`src/rtl/nvsr_pkg.sv`:
```
package nvsr_pkg;

    typedef enum logic [2:0] {
        S_IDLE,
        S_GRACE,
        S_ERASE,
        S_PROG,
        S_CLEAR,
        S_COPY,
        S_LOCK
    } nv_state_e;

    typedef enum logic [2:0] {
        K_NONE,
        K_PWR_RESTORE,
        K_PF_SAVE,
        K_PIN_SAVE,
        K_SW_SAVE,
        K_SW_RESTORE
    } nv_kind_e;

endpackage

```
`src/rtl/nvsr_arbiter.sv`:
```
module nvsr_arbiter
    import nvsr_pkg::*;
(
    input  logic     idle,
    input  logic     pend,
    input  logic     supply_ok,
    input  logic     dirty,
    input  logic     hw_store_n,
    input  logic     sw_save,
    input  logic     sw_restore,
    output nv_kind_e kind,
    output logic     imm
);

    // Fixed priority: power-up restore, power-fail save, pin save, software.
    always_comb begin
        kind = K_NONE;
        if (idle) begin
            if (pend && supply_ok)  kind = K_PWR_RESTORE;
            else if (!supply_ok)    kind = dirty ? K_PF_SAVE : K_NONE;
            else if (!hw_store_n)   kind = K_PIN_SAVE;
            else if (sw_save)       kind = K_SW_SAVE;
            else if (sw_restore)    kind = K_SW_RESTORE;
        end
        // Starts that take effect on the next edge (the pin save has a grace window).
        imm = (kind != K_NONE) && (kind != K_PIN_SAVE);
    end

endmodule

```
`src/rtl/nvsr_gate.sv`:
```
module nvsr_gate (
    input  logic clk,
    input  logic rst_n,
    input  logic in_idle,
    input  logic in_grace,
    input  logic imm,
    input  logic hw_store_n,
    input  logic supply_ok,
    input  logic sram_wr,
    input  logic sram_rd,
    output logic wr_ok,
    output logic rd_ok
);

    logic infl_d, infl_q;

    always_comb begin
        wr_ok  = supply_ok && sram_wr &&
                 ((in_idle && !imm && (hw_store_n || infl_q)) ||
                  (in_grace && infl_q));
        rd_ok  = sram_rd && ((in_idle && !imm) || in_grace);
        infl_d = wr_ok;
    end

    always_ff @(posedge clk or negedge rst_n) begin
        if (!rst_n) infl_q <= 1'b0;
        else        infl_q <= infl_d;
    end

    // inside the grace window only a continuing write is granted
    a_r3_grace_no_new_write: assert property (@(posedge clk) disable iff (!rst_n)
        (in_grace && wr_ok) |-> $past(wr_ok));

    // no write at low supply
    a_r9_low_supply_no_write: assert property (@(posedge clk) disable iff (!rst_n)
        !supply_ok |-> !wr_ok);

endmodule

```
`src/rtl/nvsr_ctrl.sv`:
```
module nvsr_ctrl
    import nvsr_pkg::*;
#(
    parameter int GRACE_CYC = 8,
    parameter int ERASE_CYC = 16,
    parameter int PROG_CYC  = 32,
    parameter int CLEAR_CYC = 4,
    parameter int COPY_CYC  = 16
) (
    input  logic clk,
    input  logic rst_n,
    input  logic supply_ok,
    input  logic supply_dead,
    input  logic hw_store_n,
    input  logic sw_save,
    input  logic sw_restore,
    input  logic sram_wr,
    input  logic sram_rd,
    output logic wr_ok,
    output logic rd_ok,
    output logic busy_oe,
    output logic busy_lvl,
    output logic nv_erase,
    output logic nv_program,
    output logic sram_clear,
    output logic nv_copy,
    output logic done
);

    localparam int MAX_AB  = (GRACE_CYC > ERASE_CYC) ? GRACE_CYC : ERASE_CYC;
    localparam int MAX_CD  = (PROG_CYC > CLEAR_CYC) ? PROG_CYC : CLEAR_CYC;
    localparam int MAX_ABC = (MAX_AB > MAX_CD) ? MAX_AB : MAX_CD;
    localparam int MAXC    = (MAX_ABC > COPY_CYC) ? MAX_ABC : COPY_CYC;
    localparam int CW      = (MAXC > 1) ? $clog2(MAXC) : 1;

    localparam logic [CW-1:0] LD_GRACE = CW'(GRACE_CYC - 1);
    localparam logic [CW-1:0] LD_ERASE = CW'(ERASE_CYC - 1);
    localparam logic [CW-1:0] LD_PROG  = CW'(PROG_CYC - 1);
    localparam logic [CW-1:0] LD_CLEAR = CW'(CLEAR_CYC - 1);
    localparam logic [CW-1:0] LD_COPY  = CW'(COPY_CYC - 1);

    typedef struct packed {
        nv_state_e     st;
        logic [CW-1:0] cnt;
        logic          dirty;
        logic          pend;
        logic          done;
    } ctl_t;

    localparam ctl_t CTL_RST = '{st: S_IDLE, cnt: '0, dirty: 1'b0, pend: 1'b1, done: 1'b0};

    ctl_t     r_d, r_q;
    nv_kind_e kind;
    logic     imm;
    logic     last;

    nvsr_arbiter u_arb (
        .idle       (r_q.st == S_IDLE),
        .pend       (r_q.pend),
        .supply_ok  (supply_ok),
        .dirty      (r_q.dirty),
        .hw_store_n (hw_store_n),
        .sw_save    (sw_save),
        .sw_restore (sw_restore),
        .kind       (kind),
        .imm        (imm)
    );

    nvsr_gate u_gate (
        .clk        (clk),
        .rst_n      (rst_n),
        .in_idle    (r_q.st == S_IDLE),
        .in_grace   (r_q.st == S_GRACE),
        .imm        (imm),
        .hw_store_n (hw_store_n),
        .supply_ok  (supply_ok),
        .sram_wr    (sram_wr),
        .sram_rd    (sram_rd),
        .wr_ok      (wr_ok),
        .rd_ok      (rd_ok)
    );

    assign last = (r_q.cnt == '0);

    always_comb begin
        r_d      = r_q;
        r_d.done = 1'b0;
        if (wr_ok) r_d.dirty = 1'b1;

        unique case (r_q.st)
            S_IDLE: begin
                unique case (kind)
                    K_PWR_RESTORE: begin
                        r_d.st = S_CLEAR; r_d.cnt = LD_CLEAR;
                        r_d.dirty = 1'b0; r_d.pend = 1'b0;
                    end
                    K_SW_RESTORE: begin
                        r_d.st = S_CLEAR; r_d.cnt = LD_CLEAR; r_d.dirty = 1'b0;
                    end
                    K_PF_SAVE, K_SW_SAVE: begin
                        r_d.st = S_ERASE; r_d.cnt = LD_ERASE; r_d.dirty = 1'b0;
                    end
                    K_PIN_SAVE: begin
                        r_d.st = S_GRACE; r_d.cnt = LD_GRACE;
                    end
                    default: ;
                endcase
            end
            S_GRACE: begin
                if (!last)                       r_d.cnt = r_q.cnt - 1'b1;
                else if (r_q.dirty || wr_ok) begin
                    r_d.st = S_ERASE; r_d.cnt = LD_ERASE; r_d.dirty = 1'b0;
                end else                         r_d.st = S_LOCK;
            end
            S_ERASE: begin
                if (!last) r_d.cnt = r_q.cnt - 1'b1;
                else begin r_d.st = S_PROG; r_d.cnt = LD_PROG; end
            end
            S_PROG: begin
                if (!last) r_d.cnt = r_q.cnt - 1'b1;
                else begin r_d.st = S_LOCK; r_d.done = 1'b1; end
            end
            S_CLEAR: begin
                if (!last) r_d.cnt = r_q.cnt - 1'b1;
                else begin r_d.st = S_COPY; r_d.cnt = LD_COPY; end
            end
            S_COPY: begin
                if (!last) r_d.cnt = r_q.cnt - 1'b1;
                else begin r_d.st = S_IDLE; r_d.done = 1'b1; end
            end
            S_LOCK: begin
                if (hw_store_n) r_d.st = S_IDLE;
            end
            default: r_d.st = S_IDLE;
        endcase

        if (supply_dead) r_d.pend = 1'b1;
    end

    always_ff @(posedge clk or negedge rst_n) begin
        if (!rst_n) r_q <= CTL_RST;
        else        r_q <= r_d;
    end

    assign nv_erase   = (r_q.st == S_ERASE);
    assign nv_program = (r_q.st == S_PROG);
    assign sram_clear = (r_q.st == S_CLEAR);
    assign nv_copy    = (r_q.st == S_COPY);
    assign busy_oe    = nv_erase || nv_program;
    assign busy_lvl   = 1'b0;
    assign done       = r_q.done;

    // a clean array under power-fail never starts an erase
    a_r1_pf_clean_skips: assert property (@(posedge clk) disable iff (!rst_n)
        (r_q.st == S_IDLE && !supply_ok && !r_q.dirty) |=> !nv_erase);

    // dirty flag is clear once a save or restore has begun
    a_r1_dirty_cleared: assert property (@(posedge clk) disable iff (!rst_n)
        ($rose(nv_erase) || $rose(sram_clear)) |-> !r_q.dirty);

    // lock holds while the pin is low
    a_r4_lock_holds: assert property (@(posedge clk) disable iff (!rst_n)
        (r_q.st == S_LOCK && !hw_store_n) |=> (r_q.st == S_LOCK));

    // erase is followed by program, clear by copy
    a_r5_erase_then_prog: assert property (@(posedge clk) disable iff (!rst_n)
        $fell(nv_erase) |-> nv_program);
    a_r5_clear_then_copy: assert property (@(posedge clk) disable iff (!rst_n)
        $fell(sram_clear) |-> nv_copy);

    // done is a single-cycle pulse
    a_r5_done_pulse: assert property (@(posedge clk) disable iff (!rst_n)
        done |=> !done);

    // no SRAM access while a phase or the lock is active
    a_r7_no_access_busy: assert property (@(posedge clk) disable iff (!rst_n)
        (nv_erase || nv_program || sram_clear || nv_copy || r_q.st == S_LOCK)
            |-> (!wr_ok && !rd_ok));

    // a pending restore with good supply wins in an idle cycle
    a_r8_restore_first: assert property (@(posedge clk) disable iff (!rst_n)
        (r_q.st == S_IDLE && r_q.pend && supply_ok) |=> sram_clear);

endmodule

```
`config.mk`:
```
export PLATFORM = sky130hd
export DESIGN_NAME = nvsr_ctrl
export DESIGN_NICKNAME = d
export VERILOG_FILES = /design/src/rtl/nvsr_pkg.sv /design/src/rtl/nvsr_arbiter.sv /design/src/rtl/nvsr_gate.sv /design/src/rtl/nvsr_ctrl.sv
export SDC_FILE = /design/constraint.sdc
export NUM_CORES = 1
export LEC_CHECK = 0
export ABC_AREA = 1
export CAP_MARGIN = 20
export CORE_MARGIN = 2
export CORE_UTILIZATION = 56
export CTS_CLUSTER_DIAMETER = 30
export CTS_CLUSTER_SIZE = 14
export DETAILED_ROUTE_END_ITERATION = 8
export GPL_TIMING_DRIVEN = 0
export PLACE_DENSITY = 0.91
export SYNTH_ARGS = -nofsm -noshare
export SYNTH_HDL_FRONTEND = slang
export SYNTH_SLANG_ARGS = --single-unit
export TNS_END_PERCENT = 30
```
`constraint.sdc`:
```
create_clock -name clk -period 2.7 [get_ports clk]
set_input_delay 0.27 -clock clk [delete_from_list [all_inputs] [get_ports clk]]
set_output_delay 0.27 -clock clk [all_outputs]
set_load 0.01 [all_outputs]
```
==> results of run 1 <==
## cells by family (layout without fill, tap and decap cells)
| group | after synthesis | in the layout | share of synthesized area, % |
|---|---|---|---|
| AOI/OAI and AO/OA | 23 | 23 | 13.8 |
| and+or+nand+nor | 84 | 84 | 45.1 |
| DFF | 12 | 12 | 28.2 |
| other | 1 | 1 | 0.350 |
| adders and majority gates | 1 | 1 | 1.17 |
| xor gates and xnor gates | 2 | 2 | 1.64 |
| buffers and inverters | 26 | 45 | 9.81 |
## path summary, 6_finish.rpt
path	end	slack [ps]
worst max-delay path	wr_ok	190
worst min-delay path	r_q[2]$_DFF_PN0_	340
worst max register to register	r_q[6]$_DFFE_PN0P_	780
worst min register to register	r_q[1]$_DFFE_PN1P_	560
max in group asynchronous	done$_DFF_PN0_	2000
min in group clk	r_q[2]$_DFF_PN0_	480
## power by group
| group | internal, mW | leakage (nW) | switching [mW] |
|---|---|---|---|
| sequential | 0.252 | 0.151 | 0.0846 |
| clock | 0.0820 | 0.0210 | 0.0674 |
| combinational | 0.351 | 0.486 | 0.570 |
## sequential cells by signal, indices dropped and copies added (netlist names)
register	flops
done	1
r_q	10
u_gate.infl_q	1
## area by class of cell
cell class	instances	area, µm²	share of cell area (%)
multi-input cells	111	664	51.6
flip-flops and latches	12	302	23.4
repair buffers	15	150	11.7
inverters	24	92.6	7.18
well taps	25	31.3	2.43
clock buffers	4	36.3	2.82
plain buffers	2	12.5	0.971
## cells in the final DEF, fill, tap and decap left out, drive strengths merged, types with 2 or more instances in the layout
cell type / n
nand3: 12
a21oi: 5
o211ai: 2
o21ai: 11
inv: 24
nor2: 20
dfrtp: 11
nor3: 3
buf: 2
clkbuf: 4
xor2: 2
clkdlybuf4s50: 15
nand4: 3
nand2: 44
## metal layers
metal / vias to the layer above / global-route usage [%] / share of wire (%)
met5: - / 0 / 0
met4: 0 / 13.5 / 3.6
met3: 16 / 4.53 / 6.0
met2: 41 / 43.7 / 47
met1: 482 / 31.9 / 43
li1: 514 / - / -
==> impl_metrics.csv, run 1 <==
group,metric,value,unit
synth,yosysWarnings,0,
cts,cts-root-buf,"clkbuf_4",
timing,setup_viol,0,
place,placed_cell_area,1250,µm²
global_route,gr-total-overflow,0,
synth,synth_area_leader_cell,"dfrtp_1",
worst_setup_path,r2r-start,"r_q[3]$_DFFE_PN0P_",
power_and_ir_drop,irDropWorstVdd,0.723,mV
worst_setup_path,critPathLaunch,"r_q[1]$_DFFE_PN1P_",
routing,drc_errors,0,
worst_setup_path,crit_type,"reg -> out",
cts,cts.path.max_buffers,2,
power_and_ir_drop,p_leak,0.658,nW
synth,yosys.cell_count.top_type,"nand2_1",
timing,skew,7.52,ps
layout,drive_gt1_share,26.8,%
worst_setup_path,cpMaxStageDelayCell,"dfstp_2",
synth,synth_cell_types,36,
cts,ctsResizeCount,0,
routing,dr_total_vias,1053,
floorplanning,rows,15,
timing,finalCritPeriodShare,92.9,%
routing,first_iter_violations,37,
global_route,first_global_vias,1040,
place,placed_cells,189,
layout,final_nets,179,
place,portBuffers,15,
synth,yosysSeqAreaShare,28.2,%
timing,layout_setup_ws,192,ps
synth,async_flop_share,100,%
layout,num_antenna_cells,0,
routing,routed_wl,2550,µm
synth,synth_cells,149,
cts,cts_num_sinks,12,
worst_setup_path,arrival,2240,ps
cts,clk_pin_slew,90,ps
worst_setup_path,start_kind,"register",
synth,synth_edf_count,0,
cts,cts_buffers,3,
place,gp_congestion,0.921,
timing,hold_viol,0,
place,dpl.hpwl,1990,µm
timing,slew_headroom,63.3,%
global_route,grt_pass1_wl,4160,µm
global_route,track_usage,26.1,%
layout,stdcell_count,193,
synth,ys_top_cells_by_count,"nand2_1 (37), inv_1 (17), dfrtp_1 (11)",
routing,first_pass_iters,4,
synth,synth_area_leaders,"dfrtp_1 (26%), nand2_1 (13%), inv_1 (6.0%), nand3_2 (4.7%), o21ai_0 (4.7%)",
layout,fill_cells,134,
global_route,antenna_found_initial,0,
synth,syn_nets,159,
cts,cts_setup_buffers,0,
worst_setup_path,cpPeakStageDelay,570,ps
worst_setup_path,r2r_cells,12,
worst_setup_path,cp_top_family,"buffers and inverters",
cts,tritoncts,"built",
worst_setup_path,cp-end-kind,"output port",
floorplanning,die_y,47.7,µm
layout,final_util,73.0,%
synth,ys_seq_elements,12,
cts,hold_buffers,0,
worst_setup_path,crit_buf_inv,3,
floorplanning,pin_count,18,
routing,viasPerCell,5.46,
timing,tightest_slew,548,ps
synth,synth_ff_type,"dfrtp_1",
synth,syn_avg_cell_area,7.19,µm²
global_route,grt_max_degree,13,
power_and_ir_drop,fin_total_pwr,1.41,mW
timing,hold_ws,336,ps
timing,min_period,2510,ps
worst_setup_path,path_depth,9,
cts,htreeDepth,1,
timing,report.final.slew_viol_count,0,
layout,design_area,1290,µm²
power_and_ir_drop,power_density,1090,nW/µm²
worst_setup_path,crit_fanout,4,
worst_setup_path,required,2430,ps
worst_hold_path,hold_class,"in -> async",
timing,timing.setup.tns,0,ps
floorplanning,coreArea,1760,µm²
routing,routedWlPerCell,13.2,µm
synth,yosysTopAreaCellShare,25.7,%
layout,syn_to_final_growth,20.3,%
run,cap_viol_max_count,0,
routing,ant_nets,0,
floorplanning,initial_core_util,60.7,%
floorplanning,dieArea,2280,µm²
timing,fmax,399,MHz
status,status,"completed",
place,post-place-ws,285,ps
worst_setup_path,crit_path_cell_trace,"inv_1, nand3_1, nor2_1, nor2_1, nand4_2, nand2_2, nand2_4, inv_1, clkdlybuf4s50_1",
timing,rsz0062_at_grt,"false",
synth,netlist_area,1070,µm²
cts,clk_latency,280,ps
floorplanning,die_w,47.7,µm
Note: power is estimated with default switching activity, not from simulation.
==> run 2: changes to the inputs <==
--- a/config.mk
+++ b/config.mk
@@ -5,7 +5,6 @@
 export SDC_FILE = /design/constraint.sdc
 export NUM_CORES = 1
 export LEC_CHECK = 0
-export ABC_AREA = 1
 export CAP_MARGIN = 20
 export CORE_MARGIN = 2
 export CORE_UTILIZATION = 56
==> run 2 against run 1 <==
  * Critical path depth decreased by 2
  * Fmax rose by 4.1%
  * Largest cell class unchanged
  * Die area is 4.3% lower
  * Largest power group unchanged
  * Critical endpoint is now rd_ok
  * Worst setup slack improved by 98 ps
  * Synthesized area down 4.7%
  * Wire length is 2.6% higher
  * Total power decreased by 3.8%
  * Via count grew 6.2%
==> impl_metrics.csv, run 2 <==
group,metric,value,unit
worst_setup_path,cpPeakStageDelay,470,ps
timing,finalCritPeriodShare,89.2,%
layout,syn_to_final_growth,23.3,%
synth,yosysTopAreaCellShare,27.0,%
layout,regArea,302,µm²
place,gp_congestion,0.922,
cts,cts_num_sinks,12,
cts,cts-root-buf,"clkbuf_4",
worst_setup_path,crit_type,"in -> out",
synth,syn_avg_cell_area,8.17,µm²
timing,timing.setup.tns,0,ps
cts,htreeDepth,1,
synth,synth-simple-area-share,26.6,%
synth,synth_top_family_by_area,"compound AO/OA/AOI/OAI gates",
status,status,"completed",
layout,largest_reg_flops,10,
floorplanning,dieArea,2180,µm²
routing,routed_wl,2610,µm
synth,yosysSeqAreaShare,29.5,%
synth,async_flop_share,100,%
synth,synthAdderAreaFrac,1.23,%
worst_setup_path,cpMaxStageDelayCell,"clkdlybuf4s50_1",
global_route,first_global_vias,1003,
cts,cts.path.max_buffers,2,
worst_setup_path,cp_top_family,"buffers and inverters",
worst_setup_path,crit_top_cell,"clkdlybuf4s50_1",
place,dpl.hpwl,1930,µm
cts,cts_setup_buffers,0,
synth,syn_nets,135,
routing,first_pass_iters,4,
floorplanning,die_y,46.7,µm
synth,synth_edf_count,0,
synth,synth_compound_area_share,32.8,%
floorplanning,pin_count,18,
worst_setup_path,crit_fanout,10,
timing,min_period,2410,ps
layout,stdcell_count,170,
synth,ys_seq_elements,12,
global_route,antenna_found_initial,0,
worst_setup_path,arrival,2140,ps
floorplanning,rows,15,
synth,yosysWarnings,0,
timing,rsz0062_at_grt,"false",
layout,drive_gt1_share,12.4,%
synth,netlist_area,1020,µm²
worst_setup_path,crit_buf_inv,4,
floorplanning,die_w,46.7,µm
cts,clk_latency,280,ps
global_route,track_usage,27.1,%
cts,hold_buffers,0,
layout,layout_common_cells,"clkdlybuf4s50_1 (15), nand2_1 (11), nor2_1 (11), dfrtp_1 (11), a21oi_1 (9)",
synth,synthXorXnorAreaFrac,0,%
worst_setup_path,cp-end-kind,"output port",
synth,synth_cells,125,
routing,routedWlPerCell,15.4,µm
timing,setup_viol,0,
layout,final_common_cell,"clkdlybuf4s50_1",
cts,tritoncts,"built",
synth,ys_top_cells_by_count,"dfrtp_1 (11), nand2_1 (11), nor2_1 (11)",
timing,hold_viol,0,
timing,skew,8.19,ps
cts,cts_buffers,3,
place,portBuffers,16,
synth,synth_area_leaders,"dfrtp_1 (27%), a21oi_1 (4.4%), nand2_1 (4.0%), nor2_1 (4.0%), nor3_1 (3.9%)",
worst_hold_path,hold_class,"in -> async",
synth,synth_ff_type,"dfrtp_1",
routing,dr_total_vias,1118,
floorplanning,coreArea,1730,µm²
global_route,grt_max_degree,13,
layout,final_nets,156,
floorplanning,initial_core_util,59.1,%
timing,fmax,415,MHz
routing,viasPerCell,6.58,
worst_setup_path,crit_path_cell_trace,"clkdlybuf4s50_1, buf_2, inv_1, a21oi_1, a211oi_4, o21a_1, clkdlybuf4s50_1",
layout,top_register,"r_q",
cts,clk_pin_slew,80,ps
global_route,gr-total-overflow,0,
routing,ant_nets,0,
routing,first_iter_violations,71,
layout,fill_cells,134,
power_and_ir_drop,fin_total_pwr,1.35,mW
place,placed_cells,166,
worst_setup_path,start_kind,"primary input",
routing,drc_errors,0,
power_and_ir_drop,p_leak,0.534,nW
worst_setup_path,required,2430,ps
timing,slew_headroom,35.6,%
layout,num_antenna_cells,0,
power_and_ir_drop,power_density,1080,nW/µm²
timing,report.final.slew_viol_count,0,
global_route,grt_pass1_wl,4260,µm
timing,tightest_slew,953,ps
layout,multi_input_area,656,µm²
synth,synth_cell_types,49,
synth,synthMuxAreaShare,1.47,%
run,cap_viol_max_count,0,
power_and_ir_drop,irDropWorstVdd,0.750,mV
synth,synth_area_leader_cell,"dfrtp_1",
-- run 2: layout make-up --
cell class | instances | share of cell area, %
Buffer | 8 | 4.08
Multi-Input combinational cell | 97 | 52.1
Timing Repair Buffer | 16 | 12.9
Inverter | 8 | 2.39
Sequential cell | 12 | 24.0
Tap cell | 25 | 2.49
Clock buffer | 4 | 2.09
-- run 2: where the power goes --
part | leakage [nW] | switching (mW) | internal [mW]
Clock | 0.0150 | 0.0627 | 0.0575
Sequential | 0.148 | 0.0640 | 0.250
Combinational | 0.371 | 0.514 | 0.406
-- run 2: cell families (layout without fill, tap and decap cells) --
logic type,after synthesis,after routing
adders and majority gates,1,1
AOI/OAI and AO/OA,45,45
DFF,12,12
and+or+nand+nor,49,49
buffers and inverters,16,36
muxes,1,1
other,1,1
-- run 2: timing repair --
item | CTS | global route
gates resized for setup | 1 | 3
setup endpoints to repair | 1 | 1
pin swaps | 1 | 0
-- run 2: worst paths after layout --
check                                         from                  to  slack (ps)  cells after the start
min in group clk                       supply_dead  r_q[1]$_DFFE_PN1P_         540                      2
worst max-delay path                     supply_ok               rd_ok         290                      7
worst max register to register  r_q[3]$_DFFE_PN0P_  r_q[9]$_DFFE_PN0P_         400                      7
max in group asynchronous                    rst_n  r_q[1]$_DFFE_PN1P_        1990                      1
worst min register to register  r_q[1]$_DFFE_PN1P_  r_q[1]$_DFFE_PN1P_         550                      1
worst min-delay path                         rst_n    r_q[2]$_DFF_PN0_         330                      1
-- run 2: through the flow --
step           worst slack (ps)  hold WS [ps]  utilization [%]  area, µm²
6_report                    290           333             72.9       1260
5_1_grt                     164           380             72.9       1260
4_1_cts                    36.8           355             72.0       1240
3_5_place_dp               57.9           535             70.2       1210
3_3_place_gp               86.7           530             70.2       1210
2_1_floorplan               697         -25.6                -       1020
-- run 2: per-layer routing --
metal / wire length (µm) / vias to the layer above / share of wire, % / global-route usage (%)
met3: 237 / 9 / 9.1 / 9.02
met4: 41 / 0 / 1.6 / 8.89
li1: - / 514 / - / -
met1: 1080 / 531 / 41 / 33.2
met5: 0 / - / 0 / 0
met2: 1250 / 64 / 48 / 45.0
